--- config.mk ---
export PLATFORM = sky130hd
export DESIGN_NAME = xline_router
export DESIGN_NICKNAME = d
export VERILOG_FILES = /design/src/rtl/xlr_pkg.sv /design/src/rtl/xlr_sync.sv /design/src/rtl/xlr_cfg.sv /design/src/rtl/xlr_edge.sv /design/src/rtl/xlr_pend.sv /design/src/rtl/xline_router.sv
export SDC_FILE = /design/constraint.sdc
export NUM_CORES = 1
export LEC_CHECK = 0
export BUFFER_PORTS_ARGS = -buffer_cell sky130_fd_sc_hd__buf_2
export CORE_MARGIN = 10
export CORE_UTILIZATION = 56
export CTS_CLUSTER_SIZE = 40
export DETAILED_ROUTE_END_ITERATION = 10
export HOLD_SLACK_MARGIN = 0.08
export PLACE_DENSITY = 0.79
export SETUP_SLACK_MARGIN = 0.4
export SLEW_MARGIN = 20
export SYNTH_ARGS = -nofsm -noshare
export SYNTH_HDL_FRONTEND = slang
export SYNTH_SLANG_ARGS = --single-unit
--- constraint.sdc ---
create_clock -name clk -period 1.4 [get_ports clk]
set_clock_uncertainty 0.15 [all_clocks]
set_input_delay 0.07 -clock clk [delete_from_list [all_inputs] [get_ports clk]]
set_output_delay 0.07 -clock clk [all_outputs]
set_load 0.05 [all_outputs]
--- src/rtl/xlr_pkg.sv ---
// Shared definitions for the external line router: write-port address map.
package xlr_pkg;
    localparam int ADDR_W = 4;

    typedef enum logic [ADDR_W-1:0] {
        RA_IMSK_SET = 4'd0,
        RA_IMSK_CLR = 4'd1,
        RA_EMSK_SET = 4'd2,
        RA_EMSK_CLR = 4'd3,
        RA_RISE_SET = 4'd4,
        RA_RISE_CLR = 4'd5,
        RA_FALL_SET = 4'd6,
        RA_FALL_CLR = 4'd7,
        RA_SWTRIG   = 4'd8,
        RA_PCLR     = 4'd9
    } reg_addr_e;
endpackage

--- src/rtl/xlr_sync.sv ---
// Multi-stage synchronizer for a vector of asynchronous inputs.
// Assumes each bit is independent; no cross-bit coherency is provided.
module xlr_sync #(
    parameter int WIDTH  = 8,
    parameter int STAGES = 2
) (
    input  logic             clk,
    input  logic             rst_n,
    input  logic [WIDTH-1:0] d,
    output logic [WIDTH-1:0] q
);
    logic [WIDTH-1:0] chain [STAGES];

    for (genvar g = 0; g < STAGES; g++) begin : g_stage
        if (g == 0) begin : g_first
            // First stage samples the raw input.
            always_ff @(posedge clk) begin
                if (!rst_n) chain[g] <= '0;
                else        chain[g] <= d;
            end
        end else begin : g_next
            // Later stages shift the sample along.
            always_ff @(posedge clk) begin
                if (!rst_n) chain[g] <= '0;
                else        chain[g] <= chain[g-1];
            end
        end
    end

    assign q = chain[STAGES-1];
endmodule

--- src/rtl/xlr_cfg.sv ---
// Configuration register file with set/clear addressing.
// Also decodes the software-trigger and pending-clear strobes as one-cycle vectors.
// Assumes writes are single-cycle strobes.
module xlr_cfg
    import xlr_pkg::*;
#(
    parameter int N = 8
) (
    input  logic              clk,
    input  logic              rst_n,
    input  logic              wr_en,
    input  logic [ADDR_W-1:0] wr_addr,
    input  logic [N-1:0]      wr_data,
    output logic [N-1:0]      imask,
    output logic [N-1:0]      emask,
    output logic [N-1:0]      rise_en,
    output logic [N-1:0]      fall_en,
    output logic [N-1:0]      sw_trig,
    output logic [N-1:0]      pend_clr
);
    // Update the masks and edge selects from set/clear writes.
    always_ff @(posedge clk) begin
        if (!rst_n) begin
            imask   <= '0;
            emask   <= '0;
            rise_en <= '0;
            fall_en <= '0;
        end else if (wr_en) begin
            case (reg_addr_e'(wr_addr))
                RA_IMSK_SET: imask   <= imask   |  wr_data;
                RA_IMSK_CLR: imask   <= imask   & ~wr_data;
                RA_EMSK_SET: emask   <= emask   |  wr_data;
                RA_EMSK_CLR: emask   <= emask   & ~wr_data;
                RA_RISE_SET: rise_en <= rise_en |  wr_data;
                RA_RISE_CLR: rise_en <= rise_en & ~wr_data;
                RA_FALL_SET: fall_en <= fall_en |  wr_data;
                RA_FALL_CLR: fall_en <= fall_en & ~wr_data;
                default: ;
            endcase
        end
    end

    // Decode the strobe-type addresses into per-line pulses.
    always_comb begin
        sw_trig  = '0;
        pend_clr = '0;
        if (wr_en && wr_addr == RA_SWTRIG) sw_trig  = wr_data;
        if (wr_en && wr_addr == RA_PCLR)   pend_clr = wr_data;
    end
endmodule

--- src/rtl/xlr_edge.sv ---
// Per-line edge detector on synchronized inputs.
// Merges the software trigger into the result.
// Assumes inputs are already synchronous to clk.
module xlr_edge #(
    parameter int N = 8
) (
    input  logic         clk,
    input  logic         rst_n,
    input  logic [N-1:0] sync_in,
    input  logic [N-1:0] rise_en,
    input  logic [N-1:0] fall_en,
    input  logic [N-1:0] sw_trig,
    output logic [N-1:0] trig
);
    logic [N-1:0] prev_q;

    // Hold the previous synchronized level for comparison.
    always_ff @(posedge clk) begin
        if (!rst_n) prev_q <= '0;
        else        prev_q <= sync_in;
    end

    for (genvar i = 0; i < N; i++) begin : g_line
        logic up, down;
        // Classify the transition of this line and apply its selects.
        always_comb begin
            up      = sync_in[i] & ~prev_q[i];
            down    = ~sync_in[i] & prev_q[i];
            trig[i] = (up & rise_en[i]) | (down & fall_en[i]) | sw_trig[i];
        end
    end
endmodule

--- src/rtl/xlr_pend.sv ---
// Per-line pending storage and event pulse generation.
// Pending sets only through the interrupt path, and a trigger beats a clear in the same cycle.
// Event pulses are registered and last one cycle per trigger.
module xlr_pend #(
    parameter int N = 8
) (
    input  logic         clk,
    input  logic         rst_n,
    input  logic [N-1:0] trig,
    input  logic [N-1:0] imask,
    input  logic [N-1:0] emask,
    input  logic [N-1:0] pend_clr,
    output logic [N-1:0] pend_q,
    output logic [N-1:0] evt_q
);
    for (genvar i = 0; i < N; i++) begin : g_line
        // Pending bit: set by an enabled trigger, cleared by write-1, trigger wins.
        always_ff @(posedge clk) begin
            if (!rst_n) pend_q[i] <= 1'b0;
            else        pend_q[i] <= (pend_q[i] & ~pend_clr[i]) | (trig[i] & imask[i]);
        end
        // Event flop: one-cycle pulse for an event-enabled trigger.
        always_ff @(posedge clk) begin
            if (!rst_n) evt_q[i] <= 1'b0;
            else        evt_q[i] <= trig[i] & emask[i];
        end
    end
endmodule

--- src/rtl/xline_router.sv ---
// Top of the external line router.
// Chain: synchronize lines, detect edges, route triggers to pending bits and event pulses,
// then gate stop entry on the pending summary.
// Assumes stop_req is synchronous to clk.
module xline_router
    import xlr_pkg::*;
#(
    parameter int N          = 8,
    parameter int SYNC_DEPTH = 2
) (
    input  logic              clk,
    input  logic              rst_n,
    input  logic [N-1:0]      line_in,
    input  logic              wr_en,
    input  logic [ADDR_W-1:0] wr_addr,
    input  logic [N-1:0]      wr_data,
    input  logic              stop_req,
    output logic [N-1:0]      irq_req,
    output logic              evt_pulse,
    output logic              any_pend,
    output logic              stop_enter,
    output logic              stop_refuse
);
    logic [N-1:0] sync_in, imask_q, emask_q, rise_q, fall_q, sw_trig, pend_clr;
    logic [N-1:0] trig, pend_q, evt_q;

    xlr_sync #(.WIDTH(N), .STAGES(SYNC_DEPTH)) u_sync (
        .clk(clk), .rst_n(rst_n), .d(line_in), .q(sync_in)
    );

    xlr_cfg #(.N(N)) u_cfg (
        .clk(clk), .rst_n(rst_n), .wr_en(wr_en), .wr_addr(wr_addr), .wr_data(wr_data),
        .imask(imask_q), .emask(emask_q), .rise_en(rise_q), .fall_en(fall_q),
        .sw_trig(sw_trig), .pend_clr(pend_clr)
    );

    xlr_edge #(.N(N)) u_edge (
        .clk(clk), .rst_n(rst_n), .sync_in(sync_in), .rise_en(rise_q), .fall_en(fall_q),
        .sw_trig(sw_trig), .trig(trig)
    );

    xlr_pend #(.N(N)) u_pend (
        .clk(clk), .rst_n(rst_n), .trig(trig), .imask(imask_q), .emask(emask_q),
        .pend_clr(pend_clr), .pend_q(pend_q), .evt_q(evt_q)
    );

    // Output combination: requests, shared event, and stop gating.
    always_comb begin
        irq_req     = pend_q & imask_q;
        evt_pulse   = |evt_q;
        any_pend    = |pend_q;
        stop_enter  = stop_req & ~any_pend;
        stop_refuse = stop_req & any_pend;
    end
endmodule

==> results of run 1 <==
## critical path: cells and delay by family (launching register included)
family                 cells  cell delay (ns)
AO/OA/AOI/OAI              1             0.05
buffers and inverters      2             0.32
flip-flops                 1             0.36
AND/OR/NAND/NOR            1             0.33
## Yosys cell counts
| master | n |
|---|---|
| a311oi_1 | 8 |
| and2_1 | 32 |
| nand2b_1 | 3 |
| nor2_4 | 1 |
| a31oi_1 | 2 |
| inv_1 | 4 |
| nand2_1 | 51 |
| dfxtp_1 | 72 |
| nor3_2 | 3 |
| buf_2 | 3 |
| a211oi_1 | 8 |
| nand3b_1 | 9 |
| clkbuf_1 | 13 |
| nor4_1 | 4 |
| a21oi_1 | 31 |
| nor2_2 | 1 |
| buf_4 | 1 |
| o21bai_1 | 7 |
| o21ai_0 | 8 |
| mux2i_1 | 16 |
| o2bb2ai_1 | 1 |
| nor2_1 | 12 |
## how the worst min path moves through the flow
| stage | to | slack (ns) | cells past startpoint |
|---|---|---|---|
| after floorplan | u_sync.chain[0][0] | 0.05 | 1 |
| after global placement | u_sync.chain[0][6] | 0.13 | 2 |
| after detailed placement | u_sync.chain[0][1] | 0.13 | 2 |
| after CTS | register | -0.09 | 2 |
| after global routing | register | -0.11 | 2 |
| final | register | -0.12 | 2 |
## logic make-up after synthesis
group | count (synthesis) | share of synthesized area
AOI/OAI and AO/OA | 65 | 0.149
buffers and inverters | 21 | 0.0322
DFF | 72 | 0.537
muxes | 16 | 0.0597
and+or+nand+nor | 116 | 0.222
## cell type report
cell class / count / area, um^2 / share of cell area
clock buffer: 9 / 124 / 0.0334
sequential: 72 / 1480 / 0.399
timing repair buffer: 65 / 579 / 0.156
inverter: 4 / 15.0 / 0.00405
tap: 54 / 67.6 / 0.0182
multi-input combinational: 197 / 1350 / 0.364
clock inverter: 7 / 95.1 / 0.0256
## through the flow
step,TNS (ns),setup WS [ns]
6_report,-0.598,-0.224
5_1_grt,-0.848,-0.274
4_1_cts,-0.693,-0.248
3_5_place_dp,0,0.0520
3_3_place_gp,0,0.0670
2_1_floorplan,-0.00616,-0.00616
## what timing repair did
item,CTS,global route
setup buffers,1,7
endpoints found under the setup margin,28,67
resized for setup,75,22
pin swaps,13,15
hold buffers,17,1
endpoints found under the hold margin,63,45
## per-layer routing
metal,vias up,wire length (um),global-route usage,share of wire
li1,1109,-,-,-
met4,0,146,0.0694,0.023
met2,66,3180,0.269,0.50
met3,14,362,0.0538,0.057
met1,1054,2660,0.199,0.42
met5,-,0,0,0
## power by group
part / switching [W] / internal [W] / total, W
Combinational: 0.000152 / 0.000122 / 0.000274
Clock: 0.000785 / 0.00101 / 0.00179
Sequential: 0.0000200 / 0.00208 / 0.00210
==> qor.csv, run 1 <==
metric,value,unit
min Tclk post-route,1.62,ns
post-synth net total,314,
die area,7960,um^2
Detailed Place HPWL,4000,um
area grow syn2layout,38.3,%
"most common cell after layout, fill and taps aside",dfxtp_1,
routability cong.,0.777,
Synth area leaders,"dfxtp_1 (54%), and2_1 (7.5%), nand2_1 (7.1%), mux2i_1 (6.0%), a21oi_1 (5.8%)",
total power density per cell area,1120,nW/um^2
Netlist Area Pre-Place,2680,um^2
antenna cells,0,
number of global-route vias before repair,2245,
Tot Pwr,0.00416,W
first-pass GRT wire length,10500,um
R2R setup slack,0.34,ns
worst-path fanout max,3,
Final WS setup,-0.224,ns
CTS clock-pin slew for the worst setup and hold paths,0.08,ns
finished layout cell area,3710,um^2
largest net degree at the start of global routing,25,
Worst Setup SP,u_pend.pend_q[5],
Hold Path Class,in -> reg,
slowest CP cell,dfxtp_4,
most frequent cells in the layout,"dfxtp_1 (55), nand2_1 (48), and2_1 (24)",
wire length per cell,15.6,um
r2r startpoint,u_sync.chain[1][7],
Final setup viols,4,
"Remaining Overflow, GRT",0,
Crit Reg-Reg Endpoint,u_pend.pend_q[7],
Leak,1.54,nW
CP Class,reg -> out,
"slowest stage delay, CP",0.36,ns
Final Util,0.791,
CTS max path bufs,2,
antenna violations before repair,0,
final worst-path cycle share,1.16,
CTS Buf Count,9,
Nets,373,
sequential fraction of the synthesis area,0.537,
Worst-Skew Late Latency,0.34,ns
"Avg Cell Area, Syn",9.25,um^2
Hold WS,-0.118,ns
Gate Count Post-Synth,290,
Synth cell types,22,
DR pass1 iterations,5,
depth of the most critical reg-to-reg path,4,
Worst VDD drop,0.000851,V
outcome,"finished, violations left",
"antenna viol nets, final",0,
CP cell instances,nor4_4 > buf_4 > a21oi_2 > buf_6,
CTS root buffer,clkbuf_8,
dominant cell type by area after synthesis,dfxtp_1,
Setup crit end kind,output pin,
"wirelength, routed",6350,um
Setup crit end,stop_refuse,
"non-filler cells, final",408,
clock tree sinks,72,
layout cells sized above 1,0.367,
max_cap viols,0,
Hold Crit Start,wr_data[1],
RSZ-0062 raised after global routing,true,
core footprint,4690,um^2
relative slew slack,0.652,
Yosys reg bits,72,
Startpoint Class,register,
Area after DPL,3030,um^2
post-synth top area share,0.537,
Syn. warnings,0,
io pins,36,
row count,25,
fill count,291,
Hold Fails Final Rpt,37,
"Data required, critical path",1.18,ns
Vias/cell,5.50,
drt drc,0,
Starting Density,0.572,
Die Span X,89.2,um
measured slew at the worst slew-check pin,0.522,ns
fin. max-slew vios,0,
failing checks,"negative hold slack, negative setup slack",
fmax,616,MHz
worst path arrival time,1.40,ns
Die Y,89.2,um
Total Routing Usage GR,0.167,
H-tree levels,3,
Iter 0 DRT Violations,114,
Post-Place Cells,372,
CTS tree,built,
I/O Buffers,35,
via count,2243,
No activity file was read; power rests on OpenSTA's default activity.
==> run 2: changes to the inputs <==
- CORE_UTILIZATION: 56 -> 35
- PLACE_DENSITY: 0.79 -> 0.54
- clock period: 1.4 -> 1.8 ns (I/O delays scaled with it)
==> run 2 against run 1 <==
  * The flow now finishes without violations
  * Total power decreased by 24%
  * Wire length increased by 2.4%
  * Global-route usage decreased by 4.7 points
  * Critical path depth unchanged
  * Utilization decreased by 32 points
  * Via count decreased by 4.9%
  * Sequential power decreased by 22%
  * Register-to-register slack improved by 0.30 ns
  * Critical endpoint is now stop_enter
==> qor.csv, run 2 (same netlist as run 1, synthesis figures left out) <==
metric,value,unit,change
total power density per cell area,904,nW/um^2,-19%
CTS root buffer,clkbuf_8,,
min Tclk post-route,1.59,ns,
Worst VDD drop,0.000559,V,-34%
number of global-route vias before repair,2122,,-5.5%
worst-path fanout max,2,,-1
r2r startpoint,u_sync.chain[1][6],,
core footprint,7370,um^2,+57%
"wirelength, routed",6510,um,+2.4%
fin. max-slew vios,0,,unchanged
measured slew at the worst slew-check pin,0.505,ns,-0.0171 ns
drt drc,0,,unchanged
"Remaining Overflow, GRT",0,,unchanged
Worst-Skew Late Latency,0.34,ns,about the same
outcome,completed,,
worst path arrival time,1.35,ns,-0.05 ns
CP cell instances,nor4_4 > nand2_2 > nor2_4 > buf_6,,
first-pass GRT wire length,10800,um,+3.1%
Total Routing Usage GR,0.119,,-0.0471
Starting Density,0.364,,-0.208
Leak,1.42,nW,-7.5%
Vias/cell,4.74,,-14%
Area after DPL,3010,um^2,-0.87%
slowest CP cell,dfxtp_2,,
relative slew slack,0.663,,+0.0114
CTS clock-pin slew for the worst setup and hold paths,0.07,ns,about the same
Iter 0 DRT Violations,125,,+9.6%
Setup crit end kind,output pin,,
most frequent cells in the layout,"dfxtp_1 (65), nand2_1 (49), and2_1 (32)",,
layout cells sized above 1,0.217,,-0.151
clock tree sinks,72,,unchanged
"most common cell after layout, fill and taps aside",dfxtp_1,,
"antenna viol nets, final",0,,unchanged
RSZ-0062 raised after global routing,true,,
wire length per cell,14.5,um,-7.1%
Die Span X,108,um,+21%
via count,2133,,-4.9%
CTS tree,built,,
R2R setup slack,0.64,ns,+0.30 ns
"Data required, critical path",1.56,ns,+0.38 ns
die area,11600,um^2,+45%
final worst-path cycle share,0.881,,
Die Y,108,um,+21%
Final WS setup,0.214,ns,+0.439 ns
antenna violations before repair,0,,unchanged
Hold WS,0.0975,ns,+0.215 ns
DR pass1 iterations,4,,-1
largest net degree at the start of global routing,22,,-12%
CTS max path bufs,2,,unchanged
Detailed Place HPWL,4370,um,+9.2%
CTS Buf Count,9,,unchanged
H-tree levels,3,,unchanged
DP Worst Slack,0.364,ns,+0.312 ns
Worst Setup SP,u_pend.pend_q[6],,
Startpoint Class,register,,
routability cong.,0.711,,-8.6%
Hold Path Class,in -> reg,,
Setup crit end,stop_enter,,
Hold Fails Final Rpt,0,,-100%
I/O Buffers,35,,unchanged
TNS Setup,0,ns,+0.598 ns
antenna cells,0,,unchanged
Crit Reg-Reg Endpoint,u_pend.pend_q[6],,
max_cap viols,0,,unchanged
depth of the most critical reg-to-reg path,4,,unchanged
row count,31,,+24%
Final setup viols,0,,-4
io pins,36,,unchanged
fmax,631,MHz,
Nets,371,,-0.54%
CP Class,reg -> out,,
fill count,731,,+150%
finished layout cell area,3480,um^2,-6.2%
area grow syn2layout,29.8,%,
"slowest stage delay, CP",0.34,ns,-0.02 ns
Worst Hold Depth,3,,+1
-- run 2: cell types whose count changed in the layout (fill, tap and decap cells not counted), sizes merged --
cell / delta
buf: -10
dlygate4sd3: +10
clkbuf: +3
dlymetal6s4s: -2
bufinv: -1
clkinv: -1
clkinvlp: -1
inv: -1
-- run 2: worst min path at each step --
stage,start,end,slack (ns)
final,rst_n,register,0.1
after global routing,rst_n,register,0.10
after CTS,wr_addr[0],u_pend.evt_q[0],0.11
after detailed placement,line_in[1],u_sync.chain[0][1],0.15
after global placement,line_in[1],u_sync.chain[0][1],0.15
after floorplan,line_in[0],u_sync.chain[0][0],0.07
-- run 2: area by class of cell --
| type | instances | area (um^2) | share of cell area |
|---|---|---|---|
| inverter | 4 | 15.0 | 0.00431 |
| tap | 99 | 124 | 0.0356 |
| clock inverter | 3 | 40.0 | 0.0115 |
| multi-input combinational | 197 | 1220 | 0.350 |
| clock buffer | 12 | 165 | 0.0474 |
| sequential | 72 | 1450 | 0.417 |
| timing repair buffer | 63 | 469 | 0.135 |
-- run 2: routing by layer --
layer | vias to the layer above | wire length [um] | GRT usage
met1 | 973 | 3290 | 0.150
met3 | 9 | 427 | 0.0569
met4 | 0 | 75 | 0.0344
li1 | 1108 | - | -
met5 | - | 0 | 0
met2 | 43 | 2720 | 0.177
-- run 2: metrics by stage --
step	cells	total power [W]	util
4_1_cts	450	0.00320	0.470
6_report	450	0.00315	0.472
3_5_place_dp	414	0.00184	0.408
5_1_grt	450	0.00328	0.472
3_3_place_gp	414	0.00184	0.408
2_1_floorplan	290	0.00178	-
-- run 2: power breakdown --
part	leakage (nW)	internal [W]	switching [W]
combinational	0.725	0.0000906	0.000113
clock	0.108	0.000741	0.000564
sequential	0.589	0.00163	0.0000132
-- run 2: critical path: cells and delay by family, from the launching register on --
family        cells  cell delay, ns
buf+inv           1            0.16
flops             1            0.34
simple gates      3            0.51
-- run 2: timing repair --
action | 4_1_cts | 5_1_grt
hold endpoints to repair | 56 | 0
hold buffers | 20 | 0
setup buffers | 1 | 0
pin swaps | 5 | 2
endpoints found under the setup margin | 11 | 23
gates resized for setup | 15 | 6
==> run 3: changes to the inputs <==
- CORE_UTILIZATION: 35 -> 60
- PLACE_DENSITY: 0.54 -> 0.84
- clock period: 1.8 -> 1.9 ns (I/O delays scaled with it)
==> run 3 against run 2 <==
  * Die area down 35%
  * Register-to-register slack better by 0.09 ns
  * Sequential share of layout area up 0.20 points
  * Largest cell class unchanged
  * First-iteration DRC count up 5.6%
  * Utilization up 32 points
  * Total power up 3.0%
  * Worst hold slack better by 0.032 ns
==> qor.csv, run 3 (same netlist as run 1, synthesis figures left out) <==
metric,value,unit,change
area of the multi-input gates,1230,um^2,+1.1%
Sequential Area,1450,um^2,-0.17%
Total Routing Usage GR,0.173,,+0.0539
Die Y,86.9,um,-19%
CTS max path bufs,2,,unchanged
layout cells sized above 1,0.214,,-0.00285
CP Class,reg -> out,,
antenna cells,0,,unchanged
clock tree sinks,72,,unchanged
Vias/cell,5.50,,+16%
Starting Density,0.616,,+0.252
number of global-route vias before repair,2229,,+5.0%
RSZ-0062 raised after global routing,true,,
Die Span X,86.9,um,-19%
I/O Buffers,35,,unchanged
Nets,370,,-0.27%
TNS Setup,0,ns,unchanged
final worst-path cycle share,0.842,,
largest net degree at the start of global routing,25,,+14%
CTS Buf Count,9,,unchanged
fin. max-slew vios,0,,unchanged
Final WS setup,0.300,ns,+0.0859 ns
CTS clock-pin slew for the worst setup and hold paths,0.07,ns,about the same
fill count,282,,-61%
via count,2218,,+4.0%
"antenna viol nets, final",0,,unchanged
outcome,completed,,
Leak,1.44,nW,+1.2%
die area,7550,um^2,-35%
Hold Fails Final Rpt,0,,unchanged
row count,24,,-23%
Worst-Skew Late Latency,0.35,ns,about the same
DR pass1 iterations,4,,unchanged
area grow syn2layout,28.9,%,
"wirelength, routed",6240,um,-4.1%
routability cong.,0.770,,+8.4%
total power density per cell area,938,nW/um^2,+3.7%
relative slew slack,0.666,,+0.00326
"non-filler cells, final",403,,-10%
worst path arrival time,1.35,ns,about the same
Worst VDD drop,0.000624,V,+12%
Iter 0 DRT Violations,132,,+5.6%
measured slew at the worst slew-check pin,0.500,ns,-0.00489 ns
antenna violations before repair,0,,unchanged
Setup crit end kind,output pin,,
DP Worst Slack,0.418,ns,+0.0531 ns
Startpoint Class,register,,
fmax,625,MHz,
core footprint,4350,um^2,-41%
Hold Path Class,in -> reg,,
io pins,36,,unchanged
max_cap viols,0,,unchanged
Final setup viols,0,,unchanged
Detailed Place HPWL,4090,um,-6.6%
H-tree levels,3,,unchanged
min Tclk post-route,1.60,ns,
wire length per cell,15.5,um,+7.1%
drt drc,0,,unchanged
CTS tree,built,,
Post-Place Cells,365,,-12%
"most common cell after layout, fill and taps aside",dfxtp_1,,
first-pass GRT wire length,10600,um,-2.0%
"Remaining Overflow, GRT",0,,unchanged
"Data required, critical path",1.65,ns,+0.09 ns
most frequent cells in the layout,"dfxtp_1 (67), nand2_1 (49), and2_1 (32)",,
worst-path fanout max,2,,unchanged
CTS root buffer,clkbuf_8,,
## run 3: changes by cell type in the layout (fill, tap and decap cells not counted), moves of 2 or more
cell / change
nor3_2: -2
buf_2: +5
bufinv_16: +2
dfxtp_2: -2
dfxtp_1: +2
nor3_4: +2
buf_4: -5
## run 3: cell type report
class                      count  share of cell area
tap                           52              0.0188
clock buffer                  11              0.0438
inverter                       4             0.00434
timing repair buffer          62               0.129
multi-input combinational    197               0.356
sequential                    72               0.419
clock inverter                 5              0.0297
## run 3: path summary, 6_finish.rpt
path / startpoint / to / slack [ns] / cells past startpoint
setup / recovery: u_pend.pend_q[7] / stop_enter / 0.30 / 4
hold / removal: wr_addr[2] / register / 0.13 / 5
setup reg to reg: u_sync.chain[1][3] / u_pend.pend_q[3] / 0.73 / 4
hold reg to reg: u_sync.chain[0][0] / u_sync.chain[1][0] / 0.28 / 1
## run 3: report_power, final
group | total (W) | switching (W) | leakage, nW | internal [W]
logic | 0.000193 | 0.000108 | 0.726 | 0.0000845
registers | 0.00155 | 0.0000139 | 0.588 | 0.00154
clock network | 0.00150 | 0.000556 | 0.126 | 0.000941
## run 3: timing repair
action / in CTS / in global routing
hold buffers: 19 / 1
setup buffers: 2 / 0
pin swaps: 5 / 3
setup endpoints to repair: 4 / 30
endpoints found under the hold margin: 56 / 8
gates resized for setup: 11 / 8
gates cloned: 0 / 0
## run 3: per-layer routing
metal	vias up	part of all wire	wire length [um]	global-route usage
met5	-	0	0	0
met4	0	0.015	96	0.0692
met3	10	0.055	341	0.0590
met2	53	0.49	3060	0.286
met1	1051	0.44	2740	0.201
li1	1104	-	-	-
## run 3: worst max-delay path, cell delays in order, from the launching register on
cell,delay [ns]
dfxtp_2,0.34
nor4_4,0.31
nand2_2,0.11
nor2_4,0.09
buf_6,0.16
## run 3: per-stage QoR
stage                     hold slack [ns]   util  power, W  cell area (um^2)
after detailed placement            0.155  0.669   0.00174              2910
final                               0.129  0.794   0.00324              3460
after CTS                          0.0340  0.783   0.00325              3410
after floorplan                    0.0723      -   0.00168              2710
after global placement              0.150  0.669   0.00173              2910
after global routing                0.140  0.794   0.00336              3460
